==> src/rtl/edly_pkg.sv <==
package edly_pkg;
  // smallest stamp width whose range exceeds the delay
  function automatic int stamp_width(int delay);
    return (delay < 1) ? 1 : $clog2(delay + 1);
  endfunction

  function automatic int ptr_width(int depth);
    return (depth > 1) ? $clog2(depth) : 1;
  endfunction
endpackage

==> src/rtl/edly_edge_det.sv <==
module edly_edge_det (
  input  logic clk_i,
  input  logic rst_ni,
  input  logic sig_i,
  output logic edge_o
);
  logic sig_q;

  always_ff @(posedge clk_i or negedge rst_ni) begin
    if (!rst_ni) sig_q <= 1'b0;
    else         sig_q <= sig_i;
  end

  assign edge_o = sig_i ^ sig_q;
endmodule

==> src/rtl/edly_stamp_ctr.sv <==
module edly_stamp_ctr #(
  parameter int W = 16
) (
  input  logic         clk_i,
  input  logic         rst_ni,
  output logic [W-1:0] stamp_o
);
  always_ff @(posedge clk_i or negedge rst_ni) begin
    if (!rst_ni) stamp_o <= '0;
    else         stamp_o <= stamp_o + 1'b1;
  end
endmodule

==> src/rtl/edly_stamp_fifo.sv <==
module edly_stamp_fifo #(
  parameter int W     = 16,
  parameter int DEPTH = 52,
  parameter int PW    = edly_pkg::ptr_width(DEPTH),
  parameter int LW    = $clog2(DEPTH + 1)
) (
  input  logic          clk_i,
  input  logic          rst_ni,
  input  logic          push_i,
  input  logic [W-1:0]  data_i,
  input  logic          pop_i,
  output logic [W-1:0]  head_o,
  output logic          empty_o,
  output logic          full_o,
  output logic [LW-1:0] level_o
);
  logic [W-1:0]  mem [DEPTH];
  logic [PW-1:0] wr_ptr, rd_ptr, wr_nxt, rd_nxt;

  // pointer wrap: free for power-of-two depth, compare otherwise
  generate
    if ((1 << PW) == DEPTH) begin : g_pow2
      assign wr_nxt = wr_ptr + 1'b1;
      assign rd_nxt = rd_ptr + 1'b1;
    end else begin : g_mod
      assign wr_nxt = (wr_ptr == PW'(DEPTH - 1)) ? '0 : wr_ptr + 1'b1;
      assign rd_nxt = (rd_ptr == PW'(DEPTH - 1)) ? '0 : rd_ptr + 1'b1;
    end
  endgenerate

  assign empty_o = (level_o == '0);
  assign full_o  = (level_o == LW'(DEPTH));
  assign head_o  = mem[rd_ptr];

  always_ff @(posedge clk_i) begin
    if (push_i) mem[wr_ptr] <= data_i;
  end

  always_ff @(posedge clk_i or negedge rst_ni) begin
    if (!rst_ni) begin
      wr_ptr  <= '0;
      rd_ptr  <= '0;
      level_o <= '0;
    end else begin
      if (push_i) wr_ptr <= wr_nxt;
      if (pop_i)  rd_ptr <= rd_nxt;
      case ({push_i, pop_i})
        2'b10:   level_o <= level_o + 1'b1;
        2'b01:   level_o <= level_o - 1'b1;
        default: level_o <= level_o;
      endcase
    end
  end
endmodule

==> src/rtl/edge_delay_line.sv <==
module edge_delay_line #(
  parameter int LINE_LEN    = 1346,
  parameter int DELAY_LINES = 22,
  parameter int DELAY_PIX   = 11,
  parameter int DEPTH       = 2 * DELAY_LINES + 8
) (
  input  logic clk_i,
  input  logic rst_ni,
  input  logic sig_i,
  output logic sig_o,
  output logic ovf_o
);
  localparam int DELAY = LINE_LEN * DELAY_LINES + DELAY_PIX;
  localparam int W     = edly_pkg::stamp_width(DELAY);
  localparam int LW    = $clog2(DEPTH + 1);
  localparam logic [W-1:0] DLY = W'(DELAY);

  logic          in_edge, push, pop, fifo_empty, fifo_full;
  logic [W-1:0]  stamp, head_stamp, age;
  logic [LW-1:0] fifo_level;

  edly_edge_det u_edge (
    .clk_i  (clk_i),
    .rst_ni (rst_ni),
    .sig_i  (sig_i),
    .edge_o (in_edge)
  );

  edly_stamp_ctr #(.W(W)) u_ctr (
    .clk_i   (clk_i),
    .rst_ni  (rst_ni),
    .stamp_o (stamp)
  );

  edly_stamp_fifo #(.W(W), .DEPTH(DEPTH)) u_fifo (
    .clk_i   (clk_i),
    .rst_ni  (rst_ni),
    .push_i  (push),
    .data_i  (stamp),
    .pop_i   (pop),
    .head_o  (head_stamp),
    .empty_o (fifo_empty),
    .full_o  (fifo_full),
    .level_o (fifo_level)
  );

  // modular age of the oldest pending edge
  assign age  = stamp - head_stamp;
  assign pop  = !fifo_empty && (age == DLY);
  assign push = in_edge && (!fifo_full || pop);

  always_ff @(posedge clk_i or negedge rst_ni) begin
    if (!rst_ni) begin
      sig_o <= 1'b0;
      ovf_o <= 1'b0;
    end else begin
      if (pop) sig_o <= ~sig_o;
      if (in_edge && fifo_full && !pop) ovf_o <= 1'b1;
    end
  end
endmodule

==> config.mk <==
export PLATFORM = sky130hd
export DESIGN_NAME = edge_delay_line
export DESIGN_NICKNAME = d
export VERILOG_FILES = /design/src/rtl/edly_pkg.sv /design/src/rtl/edly_edge_det.sv /design/src/rtl/edly_stamp_ctr.sv /design/src/rtl/edly_stamp_fifo.sv /design/src/rtl/edge_delay_line.sv
export SDC_FILE = /design/constraint.sdc
export NUM_CORES = 1
export LEC_CHECK = 0
export BUFFER_PORTS_ARGS = -buffer_cell sky130_fd_sc_hd__clkbuf_2
export CELL_PAD_IN_SITES_DETAIL_PLACEMENT = 1
export CELL_PAD_IN_SITES_GLOBAL_PLACEMENT = 1
export CORE_ASPECT_RATIO = 1.1
export CORE_UTILIZATION = 45
export DETAILED_ROUTE_END_ITERATION = 8
export GPL_TIMING_DRIVEN = 0
export PLACE_DENSITY_LB_ADDON = 0.25
export SYNTH_ARGS = -nofsm -noshare
export SYNTH_HDL_FRONTEND = slang
export SYNTH_HIERARCHICAL = 1
export SYNTH_SLANG_ARGS = --single-unit
==> constraint.sdc <==
create_clock -name clk_i -period 6.11 [get_ports clk_i]
set_input_delay 1.222 -clock clk_i [delete_from_list [all_inputs] [get_ports clk_i]]
set_output_delay 1.222 -clock clk_i [all_outputs]
set_load 0.03 [all_outputs]
==> results.txt <==
Summed over all layers, the global routing overflow is 0. The tools report the initial core utilization as 0.458. Yosys attributes the largest share of cell area to sky130_fd_sc_hd__edfxtp_1 (71%), sky130_fd_sc_hd__mux4_2 (8.9%), sky130_fd_sc_hd__mux2i_1 (3.8%), sky130_fd_sc_hd__dfrtp_1 (2.7%), sky130_fd_sc_hd__a22oi_1 (1.3%). The number of flops mapped to enable cells by yosys is 780. Derived from the worst setup path, the maximum achievable clock frequency is 157 MHz. In this run the cell area measured after placement is 35300 um2. The nature of the critical path endpoint was a flop. In this run, post-CTS hold repair placed 0 buffers.

The run gives -260 ps as the slack of the worst reg-to-reg path. Counting the fill cells in the layout gives 6385. The run gives 0 as the number of max-slew violations in the final report.

The tools report the final standard cell utilization of the core as 0.557. The count of nets left with antenna violations once routing finished came out at 0. For the die footprint, the log shows 74500 um2.

Sorting the synthesized cells by how often they occur yields sky130_fd_sc_hd__edfxtp_1 (780), sky130_fd_sc_hd__mux4_2 (131), sky130_fd_sc_hd__mux2i_1 (126), sky130_fd_sc_hd__nand2_1 (84), sky130_fd_sc_hd__nor2_1 (84). The floorplan has 103 rows. For the top-level I/O count, the log shows 5. For the pin with the worst max-slew slack, the measured transition is 1170 ps. The cell family contributing the most delay on the critical path is simple AND/OR/NAND/NOR gates. The final weighted congestion of routability-driven global placement came out at 0.862. In this run the most critical hold path is launched from ovf_o. STA puts the critical path data arrival time at 6890 ps. Clock tree synthesis found a total of 816 sinks. The kind of critical path is flop to flop.

The diode insertion count for antenna repair is 0, and the register clock-pin slew on the reported worst setup and hold paths is 60 ps. The Yosys step of the flow raised 6 warnings. Summed over all layers, the routed wires come to 98.1 mm. The tools report the sequential area share after synthesis as 0.736. The worst setup path is launched from a flop.

The worst-case IR drop observed on VDD is 0.221 mV. The run gives 0.261 as the global-route usage over all layers. Number of antenna violations at the first check in global routing: 1. The total area inside the core boundary comes to 72200 um2.

In this run the static leakage power is 13.4 nW. In this design, the stage delay of the slowest critical-path cell is 570 ps. Entering global routing, the biggest net connects 55 pins.

The die is 286 um tall. Routed via count: 18.8k. The area growth from synthesis to layout is 21.6%. The leading area contributor after synthesis is sky130_fd_sc_hd__edfxtp_1. The final count of hold timing violations was 0; the half-perimeter wire length after placement was 62.0 mm.

The first-pass detailed-route iteration total was 6. The final reports fail on negative setup slack. At the worst endpoint, the required time is 6640 ps.

The top-area cell type share of the netlist area works out to 0.709. In the synthesized netlist the dominant register cell turns out to be sky130_fd_sc_hd__edfxtp_1. In this run the tool buffered the top-level ports with 4 buffer cells. The met3 capacity usage during global routing was 0.0344; the max-cap check violation count was 0. At the end of the flow, the number of nets in the layout was 2066.

Worst-skew pair later-pin latency: 650 ps. The via count of the first global-routing pass was 19.7k. The flow ran to the end, but the final reports show violations. The per-cell routed wire length came out at 32.1 um. The critical path crosses 22 cells after its start point. met2 is the most crowded layer. The post-route standard cell area excluding fillers was 40200 um2; the share of post-route cells with drive strength above 1 was 0.316. Post-synthesis register bit count: 816. Netlist area before placement: 33000 um2. Counting the buffers created by CTS gives 81. The most critical setup path has its startpoint at u_fifo/rd_ptr[0]. Measured along the x axis, the die boundary spans 260 um. The run gives 0.220 as the worst slew margin relative to its limit.

Setup violations remaining at the end of the flow were counted as 5. Cell with the most instances after synthesis: sky130_fd_sc_hd__edfxtp_1. The worst setup slack after layout was -258 ps.

The min-delay analysis places its worst path in the category flop to flop. The per-instance average area after synthesis was 18.3 um2. The count of unique library cells instantiated by Yosys was 74. The clock period minus worst slack works out to 6370 ps. After detailed routing, the number of vias per cell comes to 6.17. TritonCTS built the clock tree.

Startpoint of the most critical register-to-register path: u_fifo/rd_ptr[0]. The run gives 0.429 as the met2 capacity usage during global routing. Number of cells traversed by the worst register-to-register path: 22. The run gives 30.9 ps as the final setup skew.

The count of cells in the finished layout, fillers not included, comes to 3052. After detailed placement, the design holds a cell count of 2803. Global-route wire length before repair: 138 mm.

The root buffer cell chosen for the clock tree is sky130_fd_sc_hd__clkbuf_16. Setup repair after global routing could not meet its margin everywhere. For this design the ratio of total power to cell area is 298 nW/um2. No sink is reached through more buffers than the 3 on the longest clock path. In the synthesized netlist, the number of instances is 1801. The logs give 0.0120 W for the overall power after layout and 2072 for the DRC violation total after the first TritonRoute iteration. The async set-reset flop share out of synthesis was 0.0441. For this run, design rule violations remaining after detail routing come to 0.

The signal on the critical path passes through buf_6 -> buf_12 -> buf_16 -> mux4_2 -> a211oi_4 -> nand2_2 -> and3_4 -> ha_4 -> fa_2 -> nor3_2 -> nand4_1 -> a21o_2 -> or4_1 -> or4_1 -> or4_4 -> nor4_4 -> ha_2 -> buf_6 -> or4b_4 -> a221oi_4 -> nor3_2 -> xnor2_1. The worst-path cell with the longest stage delay is sky130_fd_sc_hd__mux4_2. The hold-critical path depth came out at 1. When the netlist entered floorplanning its net count stood at 1825.

The met1 track demand over resource is 0.342, and the final cycle utilization of the critical path is 1.04. Together, buffers and inverters on the worst path number 4. The clock tree synthesis step divided the H-tree into 3 levels.

The largest fanout of any net on the critical path came out at 7.
==> final timing paths <==
path / end
worst max-delay path: u_fifo/level_o[5]
worst min-delay path: ovf_o
worst max register to register: u_fifo/level_o[5]
worst min register to register: ovf_o
max in group asynchronous: u_ctr/stamp_o[4]
min in group asynchronous: sig_o
==> cell type report <==
class                      instances  area, um2  area share
tap                              945       1180      0.0294
inverter                          22       82.6     0.00206
clock inverter                    48        462      0.0115
clock buffer                     100       2150      0.0535
timing repair buffer             161       2060      0.0512
multi-input combinational        863       8870       0.221
sequential                       816      24300       0.606
buffer                            97       1030      0.0257
==> cells by family after synthesis <==
logic type	after synthesis	share of synthesized area
AO/OA/AOI/OAI	212	0.0442
XOR/XNOR	28	0.00742
adder cells (fa/ha/maj)	21	0.00818
buffers and inverters	122	0.0207
flip-flops	816	0.736
multiplexers	274	0.133
AND/OR/NAND/NOR	328	0.0500
==> sequential cells by signal, summed over array words and instances, names as in the netlist <==
| name | count |
|---|---|
| u_fifo/wr_ptr | 6 |
| u_edge/sig_q | 1 |
| u_ctr/stamp_o | 15 |
| sig_o | 1 |
| u_fifo/rd_ptr | 6 |
| u_fifo/level_o | 6 |
| ovf_o | 1 |
| u_fifo/mem | 780 |
==> where the power goes <==
part	total [W]	switching, W	internal [W]	leakage [nW]
Sequential	0.00627	0.0000709	0.00620	8.29
Clock	0.00495	0.00214	0.00281	1.28
Combinational	0.000751	0.000511	0.000240	3.86
==> per-layer routing <==
metal	vias up	wire, um
met5	-	0
met3	206	6350
li1	7781	-
met2	842	49100
met1	10012	37700
met4	0	4950
==> placed cells by master (no fill, tap or decap), drive strengths merged, types with 5 or more instances in the layout <==
cell    Yosys  routed
edfxtp    780     780
buf        65     221
clkbuf     35     137
mux4      131     131
mux2i     126     126
nand2      84      84
nor2       84      84
a22oi      57      57
dfrtp      36      36
clkinv      0      35
o22ai      34      34
nand3      32      32
a211oi     29      29
a21oi      28      28
inv        22      27
o21ai      25      25
nand4      23      23
ha         20      20
mux2       17      17
nor3       17      17
and3       17      17
xor2       16      16
nand2b     13      13
xnor2      12      12
nor2b       9       9
bufinv      0       7
nor4        7       7
nand3b      6       6
and2        6       6
a221oi      6       6
or4         6       6
nor4b       5       5
==> metrics by stage <==
step           TNS [ps]  hold slack, ps  worst slack (ps)
5_1_grt          -13890             477              -466
6_report           -769             464              -258
4_1_cts            -876             472              -254
2_1_floorplan         0             470              25.4
3_5_place_dp   -1391560             459             -2330
3_3_place_gp   -1821530             448             -2890
==> repair_timing <==
item / CTS / global route
resized for setup: 220 / 85
buffers inserted: 67 / 35
endpoints found under the setup margin: 798 / 781
cloned: 0 / 2
pin swaps: 63 / 33
Note: power is estimated with default switching activity, not from simulation.
